$ cat config.mk
export PLATFORM = sky130hd
export DESIGN_NAME = psr_lowpower_ctrl
export DESIGN_NICKNAME = d
export VERILOG_FILES = /design/src/rtl/psr_pkg.sv /design/src/rtl/psr_mode_ctrl.sv /design/src/rtl/psr_refresh_gen.sv /design/src/rtl/psr_addr_limit.sv /design/src/rtl/psr_lowpower_ctrl.sv
export SDC_FILE = /design/constraint.sdc
export NUM_CORES = 1
export LEC_CHECK = 0
export ABC_AREA = 0
export BUFFER_PORTS_ARGS = -buffer_cell sky130_fd_sc_hd__buf_4
export CORE_ASPECT_RATIO = 0.5
export CORE_MARGIN = 2
export CORE_UTILIZATION = 52
export CTS_BUF_LIST = sky130_fd_sc_hd__clkbuf_8 sky130_fd_sc_hd__clkbuf_16
export CTS_CLUSTER_SIZE = 8
export DETAILED_ROUTE_END_ITERATION = 16
export MAX_ROUTING_LAYER = met4
export PLACE_DENSITY = 0.81
export SKIP_CTS_REPAIR_TIMING = 1
export SYNTH_ARGS = -nofsm -noshare
export SYNTH_HDL_FRONTEND = slang
export SYNTH_SLANG_ARGS = --single-unit
$ cat constraint.sdc
create_clock -name clk -period 2.5 [get_ports clk]
set_clock_uncertainty 0.05 [all_clocks]
set_input_delay 0.125 -clock clk [delete_from_list [all_inputs] [get_ports clk]]
set_output_delay 0.125 -clock clk [all_outputs]
set_load 0.02 [all_outputs]
$ cat src/rtl/psr_pkg.sv
// Shared types for the pseudo-SRAM low-power controller.
// Assumes a four-quarter array split; size code n leaves 4-n quarters.
package psr_pkg;

    typedef enum logic [1:0] {
        MODE_NONE = 2'b00,
        MODE_RMS  = 2'b01,
        MODE_PAR  = 2'b10,
        MODE_DEEP = 2'b11
    } pmode_e;

    typedef struct packed {
        logic       valid;
        pmode_e     mode;
        logic [1:0] size;
    } pcfg_t;

    typedef enum logic [2:0] {
        ST_ACTIVE  = 3'd0,
        ST_WINDOW  = 3'd1,
        ST_STANDBY = 3'd2,
        ST_DEEP    = 3'd3,
        ST_WAKE    = 3'd4
    } pstate_e;

    localparam logic [1:0] SIZE_FULL = 2'b00;

    // Number of usable quarters for a size code (4, 3, 2, 1).
    function automatic logic [2:0] quarters_of(input logic [1:0] sz);
        return 3'd4 - {1'b0, sz};
    endfunction

endpackage

$ cat src/rtl/psr_mode_ctrl.sv
// Mode state machine, configuration register and reduced-size latch.
// Assumes sleep_n is synchronous to clk. WIN_CYC >= 2, WAKE_CYC >= 1.
// The write window spans the first WIN_CYC edges that see sleep_n low.
module psr_mode_ctrl
    import psr_pkg::*;
#(
    parameter int WIN_CYC  = 125,
    parameter int WAKE_CYC = 150
) (
    input  logic       clk,
    input  logic       rst_n,
    input  logic       sleep_n,
    input  logic       cfg_we,
    input  pcfg_t      cfg_wdata,
    output pstate_e    state_o,
    output pcfg_t      cfg_o,
    output logic       cfg_err_o,
    output logic       rms_on_o,
    output logic [1:0] rms_size_o
);

    localparam int CNT_MAX = (WIN_CYC > WAKE_CYC) ? WIN_CYC : WAKE_CYC;
    localparam int CNT_W   = $clog2(CNT_MAX + 1);
    localparam logic [CNT_W-1:0] WIN_LAST  = CNT_W'(WIN_CYC - 2);
    localparam logic [CNT_W-1:0] WAKE_LAST = CNT_W'(WAKE_CYC - 1);

    pstate_e          state_q, state_d;
    logic [CNT_W-1:0] cnt_q, cnt_d;
    pcfg_t            cfg_q;
    logic             err_q;
    logic             rms_q;
    logic [1:0]       rms_size_q;
    logic             win_ok;
    logic             deep_sel;
    logic             rise_seen;

    // Writes are legal with the pin low in any state before the window closes.
    assign win_ok = !sleep_n &&
                    (state_q == ST_ACTIVE || state_q == ST_WAKE || state_q == ST_WINDOW);
    assign deep_sel = cfg_q.valid && (cfg_q.mode == MODE_DEEP);
    assign rise_seen = sleep_n &&
                       (state_q == ST_WINDOW || state_q == ST_STANDBY || state_q == ST_DEEP);

    // Next-state and window/wake counter logic.
    always_comb begin
        state_d = state_q;
        cnt_d   = cnt_q;
        unique case (state_q)
            ST_ACTIVE: begin
                if (!sleep_n) begin
                    state_d = ST_WINDOW;
                    cnt_d   = '0;
                end
            end
            ST_WAKE: begin
                if (!sleep_n) begin
                    state_d = ST_WINDOW;
                    cnt_d   = '0;
                end else if (cnt_q == WAKE_LAST) begin
                    state_d = ST_ACTIVE;
                end else begin
                    cnt_d = cnt_q + 1'b1;
                end
            end
            ST_WINDOW: begin
                if (sleep_n) begin
                    state_d = ST_ACTIVE;
                end else if (cnt_q == WIN_LAST) begin
                    state_d = ST_STANDBY;
                end else begin
                    cnt_d = cnt_q + 1'b1;
                end
            end
            ST_STANDBY: begin
                if (sleep_n) begin
                    state_d = ST_ACTIVE;
                end else if (deep_sel) begin
                    state_d = ST_DEEP;
                end
            end
            ST_DEEP: begin
                if (sleep_n) begin
                    state_d = ST_WAKE;
                    cnt_d   = '0;
                end
            end
            default: state_d = ST_ACTIVE;
        endcase
    end

    // State and counter registers.
    always_ff @(posedge clk) begin
        if (!rst_n) begin
            state_q <= ST_ACTIVE;
            cnt_q   <= '0;
        end else begin
            state_q <= state_d;
            cnt_q   <= cnt_d;
        end
    end

    // Configuration register: loads only inside the window.
    always_ff @(posedge clk) begin
        if (!rst_n) begin
            cfg_q <= '0;
        end else if (cfg_we && win_ok) begin
            cfg_q <= cfg_wdata;
        end
    end

    // Sticky error for writes that arrive outside the window.
    always_ff @(posedge clk) begin
        if (!rst_n) begin
            err_q <= 1'b0;
        end else if (cfg_we && !win_ok) begin
            err_q <= 1'b1;
        end
    end

    // Reduced-size limit, refreshed on the first high edge after a low period.
    always_ff @(posedge clk) begin
        if (!rst_n) begin
            rms_q      <= 1'b0;
            rms_size_q <= SIZE_FULL;
        end else if (rise_seen) begin
            rms_q      <= cfg_q.valid && (cfg_q.mode == MODE_RMS);
            rms_size_q <= (cfg_q.valid && (cfg_q.mode == MODE_RMS)) ? cfg_q.size : SIZE_FULL;
        end
    end

    assign state_o    = state_q;
    assign cfg_o      = cfg_q;
    assign cfg_err_o  = err_q;
    assign rms_on_o   = rms_q;
    assign rms_size_o = rms_size_q;

endmodule

$ cat src/rtl/psr_refresh_gen.sv
// Refresh row counter with a size-dependent wrap point.
// Assumes ROW_W >= 2 so the array splits into four equal row quarters.
// A request is issued in the cycle the tick arrives while refresh is allowed.
module psr_refresh_gen
    import psr_pkg::*;
#(
    parameter int ROW_W = 12
) (
    input  logic             clk,
    input  logic             rst_n,
    input  logic             tick,
    input  logic             allow,
    input  logic [1:0]       size_code,
    output logic             req,
    output logic [ROW_W-1:0] row
);

    localparam int QSHIFT = ROW_W - 2;

    logic [ROW_W-1:0] row_q;
    logic [ROW_W:0]   span;
    logic [ROW_W:0]   last_row;
    logic             wrap;

    // Highest row of the active range, one bit wider to hold the full span.
    always_comb begin
        span     = (ROW_W + 1)'(quarters_of(size_code)) << QSHIFT;
        last_row = span - 1'b1;
        wrap     = ({1'b0, row_q} >= last_row);
    end

    assign req = tick && allow;

    // Row pointer advances once per issued request.
    always_ff @(posedge clk) begin
        if (!rst_n) begin
            row_q <= '0;
        end else if (req) begin
            row_q <= wrap ? '0 : row_q + 1'b1;
        end
    end

    assign row = row_q;

endmodule

$ cat src/rtl/psr_addr_limit.sv
// Address range check for reduced-size operation.
// Assumes ADDR_W >= 2; the top two address bits select the quarter.
module psr_addr_limit
    import psr_pkg::*;
#(
    parameter int ADDR_W = 21
) (
    input  logic [ADDR_W-1:0] addr,
    input  logic [1:0]        size_code,
    output logic              ok
);

    logic [1:0] quarter;

    // Compare the quarter index with the allowed number of quarters.
    always_comb begin
        quarter = addr[ADDR_W-1 -: 2];
        ok      = ({1'b0, quarter} < quarters_of(size_code));
    end

endmodule

$ cat src/rtl/psr_lowpower_ctrl.sv
// Top of the pseudo-SRAM low-power controller.
// Ties the mode machine to the refresh counter and the address check.
// Assumes all inputs are synchronous to clk; reset is synchronous, active low.
module psr_lowpower_ctrl
    import psr_pkg::*;
#(
    parameter int ADDR_W   = 21,
    parameter int ROW_W    = 12,
    parameter int WIN_CYC  = 125,
    parameter int WAKE_CYC = 150
) (
    input  logic              clk,
    input  logic              rst_n,
    input  logic              sleep_n,
    input  logic              cfg_we,
    input  logic [4:0]        cfg_wdata,
    input  logic              ref_tick,
    input  logic [ADDR_W-1:0] acc_addr,
    output logic              ref_req,
    output logic [ROW_W-1:0]  ref_row,
    output logic              addr_ok,
    output logic              ready,
    output logic              par_active,
    output logic              deep_sleep,
    output logic              rms_active,
    output logic              cfg_err
);

    pstate_e    state;
    pcfg_t      cfg;
    logic [1:0] rms_size;
    logic [1:0] ref_size;
    logic       ref_allow;

    psr_mode_ctrl #(
        .WIN_CYC (WIN_CYC),
        .WAKE_CYC(WAKE_CYC)
    ) u_mode (
        .clk       (clk),
        .rst_n     (rst_n),
        .sleep_n   (sleep_n),
        .cfg_we    (cfg_we),
        .cfg_wdata (pcfg_t'(cfg_wdata)),
        .state_o   (state),
        .cfg_o     (cfg),
        .cfg_err_o (cfg_err),
        .rms_on_o  (rms_active),
        .rms_size_o(rms_size)
    );

    // Refresh range: partial only in standby with a valid partial-refresh setting.
    always_comb begin
        ref_size  = (state == ST_STANDBY && cfg.valid && cfg.mode == MODE_PAR)
                    ? cfg.size : SIZE_FULL;
        ref_allow = (state != ST_DEEP);
    end

    psr_refresh_gen #(
        .ROW_W(ROW_W)
    ) u_refresh (
        .clk      (clk),
        .rst_n    (rst_n),
        .tick     (ref_tick),
        .allow    (ref_allow),
        .size_code(ref_size),
        .req      (ref_req),
        .row      (ref_row)
    );

    psr_addr_limit #(
        .ADDR_W(ADDR_W)
    ) u_limit (
        .addr     (acc_addr),
        .size_code(rms_size),
        .ok       (addr_ok)
    );

    // Status decode from the mode state.
    always_comb begin
        ready      = (state == ST_ACTIVE);
        par_active = (state == ST_STANDBY);
        deep_sleep = (state == ST_DEEP);
    end

endmodule

==> results.py <==
metrics = {
    "global_routing": {
        "track_usage_pct": 21.6,
        "grt_overflow": 0,
        "grt_max_degree": 23,
        "grt_pass1_wl_um": 6270,
        "grt_use_met3_pct": 5.98,
        "first_global_vias": 1467,
        "grt.met1_usage_pct": 24.2,
        "grt_use_met2_pct": 38.2,
        "grt-busiest-layer": "met2",
        "antenna_found_initial": 0,
    },
    "critical_path": {
        "reg2reg_slack_ns": 0.26,
        "cp.required_ns": 2.57,
        "crit_chain": "nand2b_1, nor4_2, and2_1, ha_1, nand3_1, o31ai_2, buf_4, a221oi_1",
        "cp_slowest_cell": "o31ai_2",
        "path_max_fanout": 7,
        "path_delay_family": "simple AND/OR/NAND/NOR gates",
        "crit_arrival_ns": 2.31,
        "cp_num_buf_inv": 1,
        "cp-start-kind": "flop",
        "slowest_delay_ns": 0.47,
        "cp-end-kind": "flop",
        "worstSetupPathType": "flop to flop",
    },
    "worst_hold_path": {
        "hp-class": "primary input to flop",
    },
    "yosys": {
        "synthTopCellsByArea": "dfxtp_1, ha_1, mux2i_1",
        "synth_area_per_cell_um2": 8.91,
        "ys_seq_area_share_pct": 35.8,
        "synth_ff_type": "dfxtp_1",
        "synth_common_cells": "dfxtp_1, inv_1, nor2_1, o21ai_0, a21oi_1",
        "ys_warn_count": 0,
        "synth.most_common_cell": "dfxtp_1",
        "synth_nets": 239,
        "synthArstFlopShare_pct": 0,
        "synthCells": 201,
        "ys_ff_latch": 32,
        "netlist_area_mm2": 0.00179,
        "synth_largest_area_cell": "dfxtp_1",
        "synth_top_area_share_pct": 35.8,
        "synth_edf_count": 0,
        "post_synth_num_cell_types": 52,
    },
    "clocking": {
        "numCtsBuffers": 5,
        "h-tree-depth": 2,
        "cts_buffer_depth": 2,
        "cts.sinks": 32,
        "root_buffer": "clkbuf_8",
        "cts_tree": "yes",
        "clk_pin_slew_ns": 0.07,
        "worstSkewPairLatency_ns": 0.29,
    },
    "timing": {
        "setup_viol": 0,
        "hold_viol_final": 0,
        "slew_viol_final": 0,
        "period_needed_ns": 2.24,
        "rsz0062_at_grt": "no",
        "finalCritPeriodShare_pct": 89.8,
        "relSlewSlack_pct": 43.5,
        "fmax_mhz": 446,
        "tightest_slew_ns": 0.846,
        "setup_ws_ns": 0.256,
    },
    "route": {
        "drc_errors": 0,
        "vias_per_cell": 5.98,
        "drt_iter0_drc": 46,
        "detail-route-antenna-nets": 0,
        "vias": 1614,
        "wl_per_cell_um": 14.7,
        "routed_wl_um": 3970,
        "dr.pass1.iters": 4,
    },
    "pwr": {
        "max-vdd-ir-drop_mv": 0.257,
        "seqPwrFrac_pct": 52.8,
        "p_switching_uw": 275,
        "p_clk_share_pct": 35.7,
        "power_density_mw_per_mm2": 491,
        "p_leak_uw": 0.000899,
        "p_total_uw": 1050,
        "internal-power_uw": 772,
        "power_frac_comb_pct": 11.4,
        "swShare_pct": 26.3,
    },
    "run_status": {
        "status": "finished clean",
    },
    "layout": {
        "finish.utilization_pct": 68.0,
        "antenna_cells": 0,
        "areaGrowthSynthToFinish_pct": 19.1,
        "drive_gt1_share_pct": 23.0,
        "nets": 268,
    },
    "placed_design": {
        "portBuffers": 30,
        "hpwl_um": 2810,
        "dp_slack_ns": -0.0212,
        "gp_congestion": 0.820,
    },
    "flow_run": {
        "maxCapViolCount": 0,
    },
    "floorplanning": {
        "start_util_pct": 57.1,
        "core-area_mm2": 0.00314,
        "die-area_mm2": 0.00396,
        "rows": 14,
        "fp.dieH_um": 45.5,
        "ioPinCount": 50,
        "die_w_um": 87.0,
    },
}
==> worst register-to-register path, delay by kind of cell, from the launching register on <==
kind,cells,cell delay [ns]
adders and majority gates,1,0.15
DFF,1,0.31
and+or+nand+nor,4,0.75
AOI/OAI and AO/OA,2,0.56
buffers and inverters,1,0.26
==> layer usage <==
metal  share of wire (%)  vias up  wire (um)
met3                 3.6        5        144
met2                  49       26       1950
met5                   0        -          0
met1                  46      774       1830
met4                0.98        0         39
li1                    -      809          -
==> layout by cell type (no fill, tap or decap), drive strengths merged, types with 3 or more instances in the layout <==
cell     netlist  final
a211oi         8      8
a21oi          9      9
a221oi         4      4
a2bb2oi        4      4
and2           5      5
and3           7      7
buf            7     35
clkbuf         6      5
dfxtp         32     32
ha             7      7
inv           15     16
mux2i          6      6
nand2          4      4
nand3          5      5
nand3b         4      4
nand4          5      5
nor2          11     11
nor3           3      3
o211ai         4      4
o21ai         11     11
o31ai          4      4
or3            3      3
xor2           6      6
==> power by group through the flow <==
stage	clock (uW)	sequential (uW)	combinational, uW
floorplan	0	564	76.0
global placement	0	561	115
detailed placement	0	563	119
CTS	383	551	120
global route	405	556	132
finish	374	553	120
==> flip-flops by register name, indices dropped and copies added, names as in the netlist <==
name               flops
u_mode.cfg_err_o       1
u_mode.cfg_o           5
u_mode.cnt_q           8
u_mode.rms_on_o        1
u_mode.rms_size_o      2
u_mode.state_o         3
u_refresh.row         12
==> layout make-up <==
class                           instances  area (um2)
Timing Repair Buffer                   35         263
Clock inverter                          2        8.76
Multi-Input combinational cell        141        1040
Clock buffer                            5        68.8
Inverter                               15        56.3
Sequential cell                        32         641
Fill cell                             259        1000
Tap cell                               40        50.0
==> logic make-up after synthesis <==
logic type	after synthesis	share of synthesized area, %
AO/OA/AOI/OAI	58	23.3
buffers and inverters	28	6.50
XOR/XNOR	7	3.42
multiplexers	7	3.98
AND/OR/NAND/NOR	62	22.2
flip-flops	32	35.8
adder cells (fa/ha/maj)	7	4.89
==> path summary, 6_finish.rpt <==
path                                        start               end  depth (start not counted)
worst max-delay path            u_mode.state_o[2]  u_refresh.row[8]                          8
worst min-delay path                 cfg_wdata[1]   u_mode.cfg_o[1]                          3
worst max register to register  u_mode.state_o[2]  u_refresh.row[8]                          8
worst min register to register   u_mode.cfg_err_o  u_mode.cfg_err_o                          2
==> metrics by stage <==
stage | cell area (um2) | setup TNS, ns | std cells | hold WS, ns
floorplan | 1790 | 0 | 201 | 0.216
global placement | 2040 | 0 | 263 | 0.303
detailed placement | 2040 | -0.0456 | 263 | 0.318
CTS | 2120 | -0.134 | 270 | 0.0187
global route | 2130 | 0 | 270 | 0.0598
finish | 2130 | 0 | 270 | 0.0213
No activity file was read; power rests on OpenSTA's default activity.
